`config.mk`:
```
export PLATFORM = sky130hd
export DESIGN_NAME = sys_ctl_ports
export DESIGN_NICKNAME = d
export VERILOG_FILES = /design/src/rtl/sys_ctl_pkg.sv /design/src/rtl/sys_ctl_decode.sv /design/src/rtl/sys_ctl_regs.sv /design/src/rtl/sys_ctl_ports.sv
export SDC_FILE = /design/constraint.sdc
export NUM_CORES = 1
export LEC_CHECK = 0
export ABC_AREA = 1
export CAP_MARGIN = 20
export CORE_AREA = 2 2 64 66
export CTS_CLUSTER_SIZE = 20
export DETAILED_ROUTE_END_ITERATION = 6
export DIE_AREA = 0 0 66 68
export DONT_BUFFER_PORTS = 1
export GPL_TIMING_DRIVEN = 0
export PLACE_DENSITY_LB_ADDON = 0.2
export REMOVE_ABC_BUFFERS = 1
export SLEW_MARGIN = 0
export SYNTH_ARGS = -nofsm -noshare
export SYNTH_HDL_FRONTEND = slang
export SYNTH_SLANG_ARGS = --single-unit
```
`constraint.sdc`:
```
create_clock -name clk -period 2.65 [get_ports clk]
set_clock_uncertainty 0.2 [all_clocks]
set_input_delay 0.53 -clock clk [delete_from_list [all_inputs] [get_ports clk]]
set_output_delay 0.53 -clock clk [all_outputs]
set_load 0.01 [all_outputs]
```
`src/rtl/sys_ctl_pkg.sv`:
```
package sys_ctl_pkg;
  localparam int ADDR_W   = 16;
  localparam int DATA_W   = 8;
  localparam int SCR_N    = 2;
  localparam int SCR_IDX_W = (SCR_N > 1) ? $clog2(SCR_N) : 1;
  localparam logic [ADDR_W-1:0] SCR_BASE = 16'h0398;

  localparam logic [ADDR_W-1:0] P_SPECIAL = 16'h0092;
  localparam logic [ADDR_W-1:0] P_CPUCFG  = 16'h0800;
  localparam logic [ADDR_W-1:0] P_FEAT    = 16'h0802;
  localparam logic [ADDR_W-1:0] P_STAT    = 16'h0803;
  localparam logic [ADDR_W-1:0] P_DISK    = 16'h0808;
  localparam logic [ADDR_W-1:0] P_EQUIP   = 16'h080C;
  localparam logic [ADDR_W-1:0] P_LOCK1   = 16'h0810;
  localparam logic [ADDR_W-1:0] P_LOCK2   = 16'h0812;
  localparam logic [ADDR_W-1:0] P_L2INV   = 16'h0814;
  localparam logic [ADDR_W-1:0] P_KEYLK   = 16'h0818;
  localparam logic [ADDR_W-1:0] P_SYSCTL  = 16'h081C;
  localparam logic [ADDR_W-1:0] P_L2STAT  = 16'h0823;
  localparam logic [ADDR_W-1:0] P_MAP     = 16'h0850;

  localparam logic [DATA_W-1:0] V_CPUCFG = 8'hEF;
  localparam logic [DATA_W-1:0] V_FEAT   = 8'hAD;
  localparam logic [DATA_W-1:0] V_STAT   = 8'hE0;
  localparam logic [DATA_W-1:0] V_EQUIP  = 8'h3C;
  localparam logic [DATA_W-1:0] V_EXTF   = 8'h39;
  localparam logic [DATA_W-1:0] V_L2STAT = 8'h03;

  typedef enum logic [3:0] {
    RS_ZERO, RS_CPUCFG, RS_FEAT, RS_STAT, RS_EQUIP, RS_EXTF,
    RS_SYSCTL, RS_L2STAT, RS_MAP, RS_SCRATCH, RS_ONES
  } rdSel_e;

  typedef struct packed {
    logic                 wrSpecial;
    logic                 wrDisk;
    logic                 wrSysCtl;
    logic                 wrMap;
    logic                 wrScratch;
    logic                 togLock1;
    logic                 togLock2;
    logic                 rdStb;
    rdSel_e               rdSel;
    logic [SCR_IDX_W-1:0] scrIdx;
    logic                 badAccess;
  } ctlStrobes_t;
endpackage

```
`src/rtl/sys_ctl_decode.sv`:
```
module sys_ctl_decode
  import sys_ctl_pkg::*;
(
  input  logic [ADDR_W-1:0] ioAddr,
  input  logic              ioWrEn,
  input  logic              ioRdEn,
  output ctlStrobes_t       stb
);
  logic [ADDR_W-1:0] scrOff;
  logic              isScratch;
  logic              wrHit;
  logic              rdHit;

  assign scrOff    = ioAddr - SCR_BASE;
  assign isScratch = (ioAddr >= SCR_BASE) && (scrOff < ADDR_W'(SCR_N));

  always_comb begin
    stb        = '0;
    stb.rdSel  = RS_ONES;
    stb.scrIdx = scrOff[SCR_IDX_W-1:0];
    wrHit      = 1'b1;
    rdHit      = 1'b1;

    if (isScratch) begin
      stb.wrScratch = ioWrEn;
    end else begin
      unique case (ioAddr)
        P_SPECIAL: stb.wrSpecial = ioWrEn;
        P_DISK:    stb.wrDisk    = ioWrEn;
        P_SYSCTL:  stb.wrSysCtl  = ioWrEn;
        P_MAP:     stb.wrMap     = ioWrEn;
        P_LOCK1:   stb.togLock1  = ioWrEn;
        P_LOCK2:   stb.togLock2  = ioWrEn;
        P_CPUCFG, P_FEAT, P_STAT, P_L2INV: ;
        default:   wrHit = 1'b0;
      endcase
    end

    if (isScratch) begin
      stb.rdSel = RS_SCRATCH;
    end else begin
      unique case (ioAddr)
        P_SPECIAL, P_KEYLK: stb.rdSel = RS_ZERO;
        P_CPUCFG:  stb.rdSel = RS_CPUCFG;
        P_FEAT:    stb.rdSel = RS_FEAT;
        P_STAT:    stb.rdSel = RS_STAT;
        P_EQUIP:   stb.rdSel = RS_EQUIP;
        P_LOCK1:   stb.rdSel = RS_EXTF;
        P_SYSCTL:  stb.rdSel = RS_SYSCTL;
        P_L2STAT:  stb.rdSel = RS_L2STAT;
        P_MAP:     stb.rdSel = RS_MAP;
        P_L2INV:   stb.rdSel = RS_ONES;
        default:   rdHit = 1'b0;
      endcase
    end

    stb.rdStb     = ioRdEn;
    stb.badAccess = (ioWrEn && !wrHit) || (ioRdEn && !rdHit);
  end
endmodule

```
`src/rtl/sys_ctl_regs.sv`:
```
module sys_ctl_regs
  import sys_ctl_pkg::*;
(
  input  logic              clk,
  input  logic              rst,
  input  ctlStrobes_t       stb,
  input  logic [DATA_W-1:0] wrData,
  output logic [DATA_W-1:0] rdData,
  output logic              softResetReq,
  output logic              littleEndian,
  output logic              diskLight,
  output logic [3:0]        sysCtrl,
  output logic              ioMapNonContig,
  output logic              lockPulse1,
  output logic              lockPulse2,
  output logic              decodeErr
);
  logic [DATA_W-1:0] scratchQ [SCR_N];
  logic [DATA_W-1:0] rdNext;
  logic [DATA_W-1:0] scrRd;

  always_ff @(posedge clk) begin
    if (rst) begin
      softResetReq   <= 1'b0;
      littleEndian   <= 1'b0;
      diskLight      <= 1'b0;
      sysCtrl        <= 4'h0;
      ioMapNonContig <= 1'b0;
      lockPulse1     <= 1'b0;
      lockPulse2     <= 1'b0;
      decodeErr      <= 1'b0;
      rdData         <= '0;
    end else begin
      if (stb.wrSpecial) begin
        softResetReq <= wrData[0];
        littleEndian <= wrData[1];
      end
      if (stb.wrDisk)   diskLight      <= wrData[0];
      if (stb.wrSysCtl) sysCtrl        <= wrData[3:0];
      if (stb.wrMap)    ioMapNonContig <= wrData[0];
      lockPulse1 <= stb.togLock1;
      lockPulse2 <= stb.togLock2;
      decodeErr  <= stb.badAccess;
      if (stb.rdStb) rdData <= rdNext;
    end
  end

  for (genvar i = 0; i < SCR_N; i++) begin : g_scr
    always_ff @(posedge clk) begin
      if (rst)
        scratchQ[i] <= '0;
      else if (stb.wrScratch && (stb.scrIdx == SCR_IDX_W'(i)))
        scratchQ[i] <= wrData;
    end
  end

  always_comb begin
    scrRd = '0;
    for (int i = 0; i < SCR_N; i++)
      if (stb.scrIdx == SCR_IDX_W'(i)) scrRd = scratchQ[i];
  end

  always_comb begin
    unique case (stb.rdSel)
      RS_ZERO:    rdNext = '0;
      RS_CPUCFG:  rdNext = V_CPUCFG;
      RS_FEAT:    rdNext = V_FEAT;
      RS_STAT:    rdNext = V_STAT;
      RS_EQUIP:   rdNext = V_EQUIP;
      RS_EXTF:    rdNext = V_EXTF;
      RS_SYSCTL:  rdNext = {{(DATA_W-4){1'b0}}, sysCtrl};
      RS_L2STAT:  rdNext = V_L2STAT;
      RS_MAP:     rdNext = {{(DATA_W-1){1'b0}}, ioMapNonContig};
      RS_SCRATCH: rdNext = scrRd;
      default:    rdNext = '1;
    endcase
  end

  // the two toggle pulses come from distinct addresses and never coincide
  a_r6_lock_exclusive: assert property (@(posedge clk) disable iff (rst)
    !(lockPulse1 && lockPulse2));
  // an error strobe only follows a flagged access
  a_r10_err_source: assert property (@(posedge clk) disable iff (rst)
    decodeErr |-> $past(stb.badAccess));
  // read data holds while no read is strobed
  a_r11_rd_hold: assert property (@(posedge clk) disable iff (rst)
    !stb.rdStb |=> $stable(rdData));
endmodule

```
`src/rtl/sys_ctl_ports.sv`:
```
module sys_ctl_ports
  import sys_ctl_pkg::*;
(
  input  logic              clk,
  input  logic              rst,
  input  logic [15:0]       ioAddr,
  input  logic [7:0]        ioWrData,
  input  logic              ioWrEn,
  input  logic              ioRdEn,
  output logic [7:0]        ioRdData,
  output logic              softResetReq,
  output logic              littleEndian,
  output logic              diskLight,
  output logic [3:0]        sysCtrl,
  output logic              ioMapNonContig,
  output logic              lockPulse1,
  output logic              lockPulse2,
  output logic              decodeErr
);
  ctlStrobes_t stb;

  sys_ctl_decode u_decode (
    .ioAddr (ioAddr),
    .ioWrEn (ioWrEn),
    .ioRdEn (ioRdEn),
    .stb    (stb)
  );

  sys_ctl_regs u_regs (
    .clk            (clk),
    .rst            (rst),
    .stb            (stb),
    .wrData         (ioWrData),
    .rdData         (ioRdData),
    .softResetReq   (softResetReq),
    .littleEndian   (littleEndian),
    .diskLight      (diskLight),
    .sysCtrl        (sysCtrl),
    .ioMapNonContig (ioMapNonContig),
    .lockPulse1     (lockPulse1),
    .lockPulse2     (lockPulse2),
    .decodeErr      (decodeErr)
  );

  // reset and endian levels follow a write to the special port
  a_r2_special_wr: assert property (@(posedge clk) disable iff (rst)
    (ioWrEn && ioAddr == P_SPECIAL) |=>
      (softResetReq == $past(ioWrData[0]) && littleEndian == $past(ioWrData[1])));
  // special port reads zero
  a_r2_special_rd: assert property (@(posedge clk) disable iff (rst)
    (ioRdEn && ioAddr == P_SPECIAL) |=> (ioRdData == 8'h00));
  // control nibble changes only through its own port
  a_r4_sysctl_hold: assert property (@(posedge clk) disable iff (rst)
    !(ioWrEn && ioAddr == P_SYSCTL) |=> $stable(sysCtrl));
  // each pulse traces back to a write at its own address
  a_r6_lock1_src: assert property (@(posedge clk) disable iff (rst)
    lockPulse1 |-> $past(ioWrEn && ioAddr == P_LOCK1));
  a_r6_lock2_src: assert property (@(posedge clk) disable iff (rst)
    lockPulse2 |-> $past(ioWrEn && ioAddr == P_LOCK2));
  // error strobe requires an access in the previous cycle
  a_r10_err_access: assert property (@(posedge clk) disable iff (rst)
    decodeErr |-> $past(ioWrEn || ioRdEn));
endmodule

```
; After elaboration in Yosys (flattened, before gate mapping)
; Memories as Yosys holds them, arrays and structs flattened.
; Index checks and enable logic that the tools add are counted.
[word_totals]
ff_bits = 19
mem_bits_rw = 16
inputBits = 28
out_inout_bits = 19
elab_cells = 78
memories = 1
[op_classes]
n_addsub = 1
n_lt_le_gt_ge = 2
n_eq_ne = 22
n_mux = 24
n_bitwise = 5
reduce_logical = 14
[memory_table]
columns = name, depth, word_bits, rd, rd_ports_with_merged_regs, write_ports, line
row1 = u_regs.scratchQ, 2, 8, 2, 0, 2, sys_ctl_regs.sv:18  ; logic [DATA_W-1:0] scratchQ [SCR_N];
[ops]
columns = op, count
row1 = == test 16 x 12 -> 1 bit (second input constant), 12
row2 = case mux 8 bit (10 select lines), 1
row3 = case mux 4 bit (9 select lines), 1
row4 = two-way mux 8 bit, 3
row5 = two-way mux 1 bit, 17
row6 = == test 16 x 8 -> 1 bit (second input constant), 1
row7 = == test 4 x 3 -> 1 bit (second input constant), 4
row8 = greater-or-equal comparator 16 x 10 -> 1 bit (second input constant), 1
row9 = less-than comparator 16 x 2 -> 1 bit (second input constant), 1
row10 = subtractor 16 x 10 -> 16 bit (second input constant), 1
row11 = OR reduction 11 bit, 1
row12 = OR reduction 10 bit, 1
row13 = == test 4 x 2 -> 1 bit (second input constant), 2
row14 = == test 4 bit (second input constant), 2
row15 = two-way mux 4 bit, 2
row16 = OR reduction 3 bit, 2
row17 = logical AND 1 bit, 5
row18 = == test 4 x 1 -> 1 bit (second input constant), 1
row19 = logical NOT 4 bit, 1
row20 = inverter 1 bit, 3
row21 = logical NOT 1 bit, 2
row22 = bitwise OR 1 bit, 2
row23 = OR reduction 2 bit, 1
row24 = logical OR 1 bit, 1

; Longest topological paths before layout
[logic_depth]
ltp_word = 9
mapped_depth = 17
mapped_depth_nobuf = 17

; Hierarchy
; A second synthesis with hierarchy kept.
[unflattened]
hier_cells = 346
area_unflattened_um2 = 2293.4
[by_module_without_submodules]
columns = mod, instances, cells_each, area_per_inst_um2, seq_area_each_um2
row1 = sys_ctl_regs, 1, 187, 1531.5, 860.8
row2 = sys_ctl_decode, 1, 159, 762.0, 0.0

; Least setup slack after synthesis
; No wires, ideal clock.
[synth_timing]
path_type = input -> register
startpoint = input port ioAddr[3]
endpoint = memory u_regs.scratchQ[1][0], enable pin
setup_ns = 0.329
arrival_ns = 1.895
required_ns = 2.121
path_slack_ns = 0.226
cell_stages = 15
n_path_buf = 1
cell_sequence = ha_1 inv_1 nand2_1 nand2_1 nand2_2 nor2_2 nand2_1 nand2_1 inv_1 nor2_1 nand2_2 buf_6 nor2_8 nand2_1 nand2_1
[synth_lines]
columns = item, line
row1 = from (decl), sys_ctl_ports.sv:6  ; input logic [15:0] ioAddr,
row2 = to (decl), sys_ctl_regs.sv:18

==> flow_summary_export.csv <==
group,metric,value,unit
outcome,status,"finished, final reports clean",
flow_run,cap_violations,0,
logic_synthesis,netlist_top_cells_area,"edfxtp_1 21%, dfxtp_1 17%, nor2_1 9.9%",
routing,drt-total-wl,4720,um
global_route,grt_max_degree,18,
routing,drcViolationCount,0,
die,coreArea,3860,um2
logic_synthesis,yosys-mux-area-fraction,0.0352,
logic_synthesis,synth.top_cells.by_count,"60 x nor2_1, 49 x inv_1, 39 x nand2_1, 19 x dfxtp_1, 17 x o21ai_0",
routing,drtPass1Iterations,4,
worst_setup_path,critical_path_startpoint_category,"input port",
die,floorplan.die_area,4490,um2
sta,final_hold_viol_count,0,
placed_design,gp_congestion,0.790,
worst_setup_path,timing.critical_path.arrival,2.17,ns
sta,maxClockFrequency,414,MHz
routing,antenna_violation_net_count_after_detailed_routing,0,
global_route,grtUsageTotal,0.235,
logic_synthesis,ys_async_sr_fraction,0,
logic_synthesis,yosys.cell_count.top_type,"nor2_1",
clocking,numCtsBuffers,5,
logic_synthesis,synthesis.instances,304,
cells_and_area,n_fill_cell,372,
die,ioPinCount,47,
logic_synthesis,yosys_warnings,0,
worst_setup_path,criticalPathCategory,"input port to register",
logic_synthesis,post_synth_xor_area_fraction,0,
worst_setup_path,most_used_cell_along_the_critical_path,"nand2_1",
clocking,cts_max_level,2,
power,leakage_power_figure,1.13,nW
global_route,first_pass_grt_wire_length,7980,um
logic_synthesis,synth_compound_area_frac,0.0912,
sta,setup_viol_count_final,0,
logic_synthesis,synth_adder_area_share,0.00549,
clocking,ctsLongestPathBuffers,2,
worst_setup_path,worstSetupEndpointType,"register",
logic_synthesis,yosysSeqAreaShare,0.378,
sta,unrepaired_setup_endpoints_after_global_routing,"no",
cells_and_area,fin_area,2410,um2
die,die_x,66,um
sta,worst_slew_pin_slew,0.596,ns
die,num_rows,23,
logic_synthesis,synth-main-ff-cell,"dfxtp_1",
placed_design,final_hpwl_dp,3620,um
routing,vias,1909,
clocking,clock_sinks,35,
worst_setup_path,critical_path.cell_chain,"ha_1, inv_1, nand2_1, nand2_1, nand2_2, nor2_2, nand2_1, nand2_1, inv_1, nor2_1, nand2_2, nor2_8, nand2_1, nand2_1",
logic_synthesis,post_synth_design_cell_area,2280,um2
logic_synthesis,postSynthRegisterBits,35,
hold_path,hold_path_depth,1,
logic_synthesis,synth_top_family_by_area,"simple AND/OR/NAND/NOR gates",
clocking,clkSlewWorstSetupHoldPaths,0.08,ns
routing,routed_wire_length_per_instance,13.2,um
logic_synthesis,synth-edff-count,16,
worst_setup_path,cp_slowest_cell,"nand2_1",
cells_and_area,syn_to_final_growth,5.99,%
hold_path,hold_path_class,"input port to register",
die,floorplan.initialDensity,0.591,
global_route,antenna_found_initial,0,
clocking,cts_tree,"built",
cells_and_area,drive_gt1_frac,0.160,
power,totalPowerFinal,1.18,mW
routing,average_via_count_per_standard_cell,5.35,
worst_setup_path,required_worst_endpoint,2.41,ns
sta,timing.slew.headroom,0.602,
routing,initialDrtViolationCount,127,
global_route,first_global_vias,1846,
worst_setup_path,r2r_cell_count,7,
worst_setup_path,path_max_fanout,14,
power,ir_worst_vdd,425,uV
logic_synthesis,syn-mean-instance-area,7.49,um2
logic_synthesis,yosys.area_share.simple,0.385,
logic_synthesis,synth.largest_area_cell,"edfxtp_1",
cells_and_area,nNetsFinal,335,
die,die_y,68,um
logic_synthesis,area_fraction_of_the_dominant_cell_type_after_synthesis,0.211,
placed_design,port_buffers,0,
sta,final.period_utilization,0.912,
placed_design,postPlaceCellArea,2300,um2
cells_and_area,post-route-util,0.626,
clocking,clk_root_buffer_cell,"clkbuf_8",
worst_setup_path,timing.critical_path.slowest_cell_delay,0.28,ns
sta,maxSlewViolCount,0,
cells_and_area,antenna_cells,0,
logic_synthesis,ys_types,37,
clocking,clock_insertion_delay_worst_skew,0.29,ns
power,p_per_area,488,nW/um2
sta,period_needed,2.42,ns
clocking,ctsHoldBuffers,0,
global_route,globalRoute.totalOverflow,0,
sta,hold-worst-slack,0.106,ns
## final cells by class
type                       count  area (um2)  area share
multi-input combinational    211        1180       0.489
sequential                    35         861       0.357
inverter                      53         199      0.0824
clock buffer                   5        68.8      0.0285
tap                           50        62.6      0.0259
clock inverter                 3        42.5      0.0176
## metal layers
metal | GRT usage | vias up | share of wire
met4 | 0.0765 | 0 | 0.011
li1 | - | 981 | -
met1 | 0.289 | 866 | 0.45
met2 | 0.405 | 54 | 0.49
met3 | 0.0576 | 8 | 0.050
met5 | 0 | - | 0
## cell families (layout without fill, tap and decap cells)
kind of cell             count (synthesis)  count (layout)
multiplexers                             8               8
buffers and inverters                   58              61
flip-flops                              35              35
adder cells (fa/ha/maj)                  1               1
AO/OA/AOI/OAI                           38              38
AND/OR/NAND/NOR                        164             164
## critical path: cells and delay by family
family | cells | cell delay, ns
buffers and inverters | 2 | 0.10
adder cells (fa/ha/maj) | 1 | 0.19
AND/OR/NAND/NOR | 11 | 1.34
## final timing paths
path                    startpoint               endpoint  slack, ns
min                            rst      u_regs.lockPulse2       0.11
min reg2reg    u_regs.littleEndian    u_regs.littleEndian       0.29
max                      ioAddr[3]  u_regs.scratchQ[1][4]       0.23
max reg2reg  u_regs.ioMapNonContig       u_regs.rdData[0]       1.34
## per-stage QoR
step / setup TNS, ns / cells / worst slack, ns
floorplan: 0 / 299 / 0.231
global route: 0 / 357 / 0.00932
finish: 0 / 357 / 0.234
detailed placement: -1.36 / 349 / -0.0957
CTS: 0 / 357 / 0.207
global placement: -1.00 / 349 / -0.0701
## state kept, by name, indices dropped and copies added (netlist names)
| register | flops |
|---|---|
| u_regs.scratchQ | 16 |
| u_regs.rdData | 8 |
| u_regs.sysCtrl | 4 |
| u_regs.decodeErr | 1 |
| u_regs.diskLight | 1 |
| u_regs.ioMapNonContig | 1 |
| u_regs.littleEndian | 1 |
| u_regs.lockPulse1 | 1 |
| u_regs.lockPulse2 | 1 |
| u_regs.softResetReq | 1 |
## report_power, final
group / leakage (nW) / switching, mW / total (mW) / internal [mW]
Clock: 0.0562 / 0.206 / 0.487 / 0.280
Sequential: 0.308 / 0.0135 / 0.598 / 0.585
Combinational: 0.764 / 0.0590 / 0.0920 / 0.0330
## layout by cell type, fill, tap and decap left out, drive strengths merged, types with 2 or more instances in the layout
master,count
a21oi,12
nand4,5
o22ai,2
edfxtp,16
nand3b,3
dfxtp,19
nand2,52
o21ai,19
clkbuf,5
inv,54
nor2,71
nor3,4
mux2i,8
o21bai,2
nand3,25
## what timing repair did
item	CTS	global route
gates resized for setup	0	1
hold endpoints to repair	0	0
buffers inserted	0	0
setup endpoints to repair	0	8
Note: power is estimated with default switching activity, not from simulation.
